### config.mk
export PLATFORM = sky130hd
export DESIGN_NAME = track_swap_corrector
export DESIGN_NICKNAME = d
export VERILOG_FILES = /design/src/rtl/tsc_pkg.sv /design/src/rtl/tsc_prefix_decode.sv /design/src/rtl/tsc_ser_parity.sv /design/src/rtl/tsc_word_fsm.sv /design/src/rtl/track_swap_corrector.sv
export SDC_FILE = /design/constraint.sdc
export NUM_CORES = 1
export LEC_CHECK = 0
export BUFFER_PORTS_ARGS = -buffer_cell sky130_fd_sc_hd__clkbuf_2
export CAP_MARGIN = 5
export CORE_AREA = 2 2 49 51
export CTS_CLUSTER_SIZE = 30
export DETAILED_ROUTE_END_ITERATION = 8
export DIE_AREA = 0 0 51 53
export PLACE_DENSITY = 0.79
export RECOVER_POWER = 25
export SLEW_MARGIN = 20
export SYNTH_ARGS = -nofsm -noshare
export SYNTH_HDL_FRONTEND = slang
export SYNTH_HIERARCHICAL = 1
export SYNTH_SLANG_ARGS = --single-unit
### constraint.sdc
create_clock -name clk -period 4.28 [get_ports clk]
set_input_delay 0.214 -clock clk [delete_from_list [all_inputs] [get_ports clk]]
set_output_delay 0.214 -clock clk [all_outputs]
set_load 0.01 [all_outputs]
### src/rtl/tsc_pkg.sv
package tsc_pkg;
    typedef enum logic [1:0] {
        S_IDLE  = 2'd0,
        S_SHIFT = 2'd1,
        S_HOLD  = 2'd2
    } tsc_state_t;
endpackage

### src/rtl/tsc_prefix_decode.sv
// Parallel decode: each corrected bit is the XOR of all raw bits from the MSB
// down to and including itself (the running swap parity absorbs the raw bit).
module tsc_prefix_decode #(
    parameter int N = 8
) (
    input  logic [N-1:0] raw,
    output logic [N-1:0] corr
);
    logic [N-1:0] chain;

    assign chain[N-1] = raw[N-1];
    generate
        for (genvar k = N - 2; k >= 0; k--) begin : g_stage
            assign chain[k] = chain[k+1] ^ raw[k];
        end
    endgenerate

    assign corr = chain;
endmodule

### src/rtl/tsc_ser_parity.sv
// Serial swap-parity tracker: the corrected bit leaves in the same cycle.
module tsc_ser_parity (
    input  logic clk,
    input  logic rst_n,
    input  logic accept,
    input  logic start,
    input  logic raw,
    output logic corr
);
    logic parity_q;
    logic parity_eff;

    assign parity_eff = start ? 1'b0 : parity_q;
    assign corr       = raw ^ parity_eff;

    always_ff @(posedge clk) begin
        if (!rst_n) begin
            parity_q <= 1'b0;
        end else if (accept) begin
            parity_q <= parity_eff ^ raw;
        end
    end
endmodule

### src/rtl/tsc_word_fsm.sv
// Word controller: frames serial bits, assembles and presents finished words.
module tsc_word_fsm
    import tsc_pkg::*;
#(
    parameter int N = 8
) (
    input  logic         clk,
    input  logic         rst_n,
    input  logic         par_valid,
    input  logic [N-1:0] par_word,
    input  logic         ser_valid,
    input  logic         ser_start,
    input  logic         ser_corr,
    output logic         accept,
    output logic [N-1:0] word_out,
    output logic         word_done
);
    localparam int CW = $clog2(N + 1);

    tsc_state_t    st_q, st_d;
    logic [CW-1:0] cnt_q;
    logic [N-1:0]  acc_q;
    logic [N-1:0]  word_q;
    logic          last_bit;

    assign accept   = ser_valid && !par_valid && (ser_start || st_q == S_SHIFT);
    assign last_bit = (cnt_q == CW'(N - 1));

    always_comb begin
        st_d = st_q;
        unique case (st_q)
            S_IDLE:  if (accept) st_d = S_SHIFT;
            S_SHIFT: if (accept && !ser_start && last_bit) st_d = S_HOLD;
            S_HOLD:  if (accept) st_d = S_SHIFT;
            default: st_d = S_IDLE;
        endcase
        if (par_valid) st_d = S_HOLD;
    end

    always_ff @(posedge clk) begin
        if (!rst_n) st_q <= S_IDLE;
        else        st_q <= st_d;
    end

    always_ff @(posedge clk) begin
        if (!rst_n) begin
            cnt_q  <= '0;
            acc_q  <= '0;
            word_q <= '0;
        end else if (par_valid) begin
            word_q <= par_word;
            cnt_q  <= '0;
        end else if (accept) begin
            if (ser_start) begin
                acc_q <= {{(N-1){1'b0}}, ser_corr};
                cnt_q <= CW'(1);
            end else begin
                acc_q <= {acc_q[N-2:0], ser_corr};
                cnt_q <= cnt_q + CW'(1);
                if (last_bit) word_q <= {acc_q[N-2:0], ser_corr};
            end
        end
    end

    assign word_out  = word_q;
    assign word_done = (st_q == S_HOLD);
endmodule

### src/rtl/track_swap_corrector.sv
module track_swap_corrector #(
    parameter int N = 8
) (
    input  logic         clk,
    input  logic         rst_n,
    input  logic         par_valid,
    input  logic [N-1:0] par_raw,
    input  logic         ser_valid,
    input  logic         ser_start,
    input  logic         ser_raw,
    output logic         ser_corr_valid,
    output logic         ser_corr,
    output logic [N-1:0] word_out,
    output logic         word_done
);
    logic [N-1:0] par_word;
    logic         accept;

    tsc_prefix_decode #(.N(N)) u_dec (
        .raw  (par_raw),
        .corr (par_word)
    );

    tsc_ser_parity u_par (
        .clk    (clk),
        .rst_n  (rst_n),
        .accept (accept),
        .start  (ser_start),
        .raw    (ser_raw),
        .corr   (ser_corr)
    );

    tsc_word_fsm #(.N(N)) u_fsm (
        .clk       (clk),
        .rst_n     (rst_n),
        .par_valid (par_valid),
        .par_word  (par_word),
        .ser_valid (ser_valid),
        .ser_start (ser_start),
        .ser_corr  (ser_corr),
        .accept    (accept),
        .word_out  (word_out),
        .word_done (word_done)
    );

    assign ser_corr_valid = accept;
endmodule

; Word-level counts from Yosys, hierarchy flattened
; Cells that the tools add are included.
[classes]
mul = 0
n_reduce_logical = 16
muxes = 11
n_addsub = 1
bitwise_logic = 10
div = 0
order_cmp = 0
eq_ne = 8
shift = 0
[ops]
columns = op, n
row1 = 8-bit two-way mux, 4
row2 = 1-bit bitwise XOR, 8
row3 = 7-bit two-way mux, 1
row4 = 2-bit two-way mux, 3
row5 = 2-bit AND reduction, 3
row6 = 4-bit by 1-bit adder with 4-bit output (second input constant), 1
row7 = 4-bit by 3-bit equality test with 1-bit output (second input constant), 1
row8 = 1-bit logical AND, 4
row9 = 4-bit two-way mux, 1
row10 = 2-bit inequality test (second input constant), 2
row11 = 2-bit one-hot mux with 2 select lines, 1
row12 = 2-bit nonzero test, 2
row13 = 2-bit OR reduction, 2
row14 = 3-bit by 1-bit inequality test with 1-bit output (second input constant), 1
row15 = 3-bit inequality test (second input constant), 1
row16 = 3-bit AND reduction, 1
row17 = 2-bit by 1-bit equality test with 1-bit output (second input constant), 1
row18 = 2-bit equality test (second input constant), 1
row19 = 1-bit zero test, 2
row20 = 2-bit zero test, 1
row21 = 2-bit by 1-bit inequality test with 1-bit output (second input constant), 1
row22 = 1-bit inverter, 2
row23 = 1-bit logical OR, 1
row24 = 1-bit two-way mux, 1
[totals]
mem_bits_rw = 0
inputBits = 14
mem_bits_ro = 0
out_inout_bits = 11
reg_bits = 22
latch_bits = 0
word_cells = 52
mem_count = 0

; Longest topological paths before layout
[depth]
depth_word = 8
mapped_depth = 7
depth_no_buf = 5

; Modules after synthesis
; Netlist, hierarchy kept.
[modules_own_cells]
columns = module, seq_area_each_um2, area_each_um2, instances, cells_per_inst
row1 = tsc_word_fsm, 420.4, 968.4, 1, 106
row2 = tsc_prefix_decode, 0.0, 125.1, 1, 13
row3 = tsc_ser_parity, 20.0, 66.3, 1, 8

; Least setup slack after synthesis
; Ideal clock, no wire load.
[synth_path]
path_type = reg2reg
from = reg u_fsm.cnt_q[0]
to = reg u_fsm.word_q[3] (netlist: u_fsm/word_out[3])
path_slack_ns = 2.811
period_less_slack_ns = 1.469
t_required_ns = 4.150
path_buffers = 1
stages_incl_launch_ff = 7
setup_ns = 0.130
t_arrival_ns = 1.339
cell_sequence = dfxtp_1 > ha_1 > nor4bb_1 > nand3_1 > buf_4 > mux2i_1 > a21oi_1
[synth_between]
elab_chain_cells = 3
[synth_rtl]
columns = element, line_no
row1 = from (decl), tsc_word_fsm.sv:21  ; logic [CW-1:0] cnt_q;
row2 = from (signal assigned), tsc_word_fsm.sv:59  ; cnt_q <= cnt_q + CW'(1);
row3 = 4-bit by 3-bit equality test with 1-bit output, tsc_word_fsm.sv:27  ; assign last_bit = (cnt_q == CW'(N - 1));
row4 = 2-bit nonzero test (no source line), --
row5 = 3-bit AND reduction (no source line), --
row6 = to (signal assigned), tsc_word_fsm.sv:51  ; word_q <= par_word;
row7 = to (signal assigned), tsc_word_fsm.sv:60  ; if (last_bit) word_q <= {acc_q[N-2:0], ser_corr};
row8 = to (decl), tsc_word_fsm.sv:23  ; logic [N-1:0] word_q;
; No other way between the ends.
; A chain may end at the register's enable or synchronous reset.

; Final worst setup path
[layout_path]
from = reg u_fsm.cnt_q[1]
to = reg u_fsm.word_q[5] (netlist: u_fsm/word_out[5])
; The elaborated chain is that of the path after synthesis.

==> impl_metrics.tcl <==
set metrics [dict create \
    die_x_um 51 \
    final_hold_viol_count 0 \
    ir_worst_vdd_mv 0.211 \
    syn-num-nets 142 \
    min_period_over_period_pct 44.7 \
    final_nets 163 \
    skew_ps 4.80 \
    die_area_um2 2700 \
    max-clock-path-buffers 2 \
    dp_hpwl_um 1640 \
    drt-pass1-iter-count 4 \
    syn_avg_cell_area_um2 9.13 \
    routed_via_density 5.32 \
    cts_made_buffers 3 \
    powerDensity_nw_per_um2 321 \
    rsz0062_at_grt "false" \
    route.detailed.drc 0 \
    initialDrtViolationCount 13 \
    fin_cells 175 \
    syn_inst 127 \
    critPathRequiredTime_ps 4470 \
    tightest_slew_ps 617 \
    final_antenna_net_count 0 \
    clk_pin_slew_ps 120 \
    wl_per_cell_um 12.4 \
    ys_seq_area_share_pct 38.0 \
    synth_common_cells "22 x dfxtp_1, 12 x nand2_1, 10 x a21oi_1" \
    grt-ovfl-total 0 \
    maxSlewViolCount 0 \
    fmax_mhz 523 \
    yosysTopAreaCell "dfxtp_1" \
    postCtsSetupRepairBufs 0 \
    diodes 0 \
    critPathArrivalTime_ps 2100 \
    postCtsHoldBufs 0 \
    finalInstanceArea_um2 1290 \
    ys_top_cells_by_area "dfxtp_1 38%, mux2i_1 6.9%, nand4b_1 5.3%" \
    synth_edf_count 0 \
    power_mw 0.414 \
    dieHeight_um 53 \
    max-slew-margin-rel_pct 58.8 \
    crit_type "register to register" \
    syn_to_final_growth_pct 11.3 \
    critPathMaxFanout 12 \
    drv_cap 0 \
    syn-cell-area_um2 1160 \
    totalWireLength_um 2170 \
    cts_tree "yes" \
    synth.distinct_cells 34 \
    startpoint_type "register" \
    row_count 17 \
    gp_congestion 0.696 \
    grt_use_total_pct 17.5 \
    drive_gt1_share_pct 16.3 \
    post_cts_resize_count 0 \
    h-tree-depth 1 \
    ys_warn_count 6 \
    post-synth-top-count-cell "dfxtp_1" \
    yosys.area.top_type_share_pct 38.0 \
    fp.coreArea_um2 2150 \
    place_inst 171 \
    async_flop_share_pct 0 \
    antenna_found_initial 0 \
    cts.sinks 22 \
    grt_max_degree 20 \
    vias 931 \
    ys_seq_elements 22 \
    postLayoutCoreUtil_pct 60.1 \
    port_buffers 24 \
    initial_core_util_pct 54.0 \
    hp-class "input port to register" \
    cp-end-kind "register" \
    power.leakage_nw 0.547 \
    synthFlopType "dfxtp_1" \
    fin_tns_setup_ps 0 \
    status "finished, final reports clean" \
    cts_root_buffer "clkbuf_4" \
    io_pins 25 \
    finalSetupViolCount 0 \
    clkLatencyLatePin_ps 300 \
    placed_cell_area_um2 1260 \
    fin_crit_ps 1910 \
    grt_pass1_vias 845 \
    grt_pass1_wl_um 3510 \
]
## layer usage
layer  global-route usage (%)  vias to the layer above  share of wire [%]  routed length, um
met5                        0                        -                  0                  0
met4                     8.11                        0               0.88                 19
met3                     3.11                        2                2.8                 61
met2                     30.3                       17                 49               1060
met1                     20.9                      422                 47               1030
li1                         -                      490                  -                  -
## through the flow
| step | setup slack (ps) | hold slack, ps |
|---|---|---|
| floorplan | 2810 | 359 |
| global placement | 2480 | 460 |
| detailed placement | 2420 | 475 |
| CTS | 2360 | 169 |
| global route | 2200 | 175 |
| finish | 2370 | 183 |
## layout by cell type, fill, tap and decap left out, types with 2 or more instances in the layout
cell type and count:
xnor2_1 6, clkbuf_2 16, nor2_1 7, clkbuf_1 8, nand4b_1 7, and2b_1 2, nand3_1 2, xor2_1 3
inv_1 5, a21oi_1 10, clkbuf_4 3, mux2i_1 8, a21boi_0 7, dfxtp_1 22, a211oi_1 2, o21ai_0 9
nand2_1 12, nor2b_1 2
## cells by family after synthesis
kind of cell	after synthesis	synth area share, %
adder cells (fa/ha/maj)	1	1.08
flip-flops	22	38.0
multiplexers	8	6.90
buffers and inverters	13	5.93
AO/OA/AOI/OAI	35	19.5
AND/OR/NAND/NOR	37	18.3
XOR/XNOR	11	10.2
## power breakdown
group          switching (mW)  total (mW)  internal (mW)
sequential            0.00547       0.220          0.215
clock                  0.0615       0.113         0.0519
combinational          0.0429      0.0805         0.0375
total                   0.110       0.414          0.304
## critical path: stages, from the launching register on
cell and delay, ps:
dfxtp_1 400, ha_1 200, nor4bb_1 300, nand3_1 500, mux2i_1 320, a21oi_1 90
## final timing paths
| kind | startpoint | end | slack [ps] | depth (start not counted) |
|---|---|---|---|---|
| worst max-delay path | u_fsm/cnt_q[1] | u_fsm/word_out[5] | 2370 | 5 |
| worst min-delay path | ser_raw | u_par/parity_q | 180 | 3 |
| worst max register to register | u_fsm/cnt_q[1] | u_fsm/word_out[5] | 2370 | 5 |
| worst min register to register | u_fsm/acc_q[1] | u_fsm/acc_q[1] | 490 | 2 |
## sequential cells by signal, indices dropped and copies added, names as in the netlist
register and flops:
u_fsm/word_out 8, u_fsm/acc_q 7, u_fsm/cnt_q 4, u_fsm/st_q 2, u_par/parity_q 1
## final cells by class
class	instances	area, um2
clock buffer	4	36.3
timing repair buffer	24	110
tap	28	35.0
inverter	5	18.8
multi-input combinational	92	651
sequential	22	440
fill	199	857
Power figures use the tool's default switching activity.
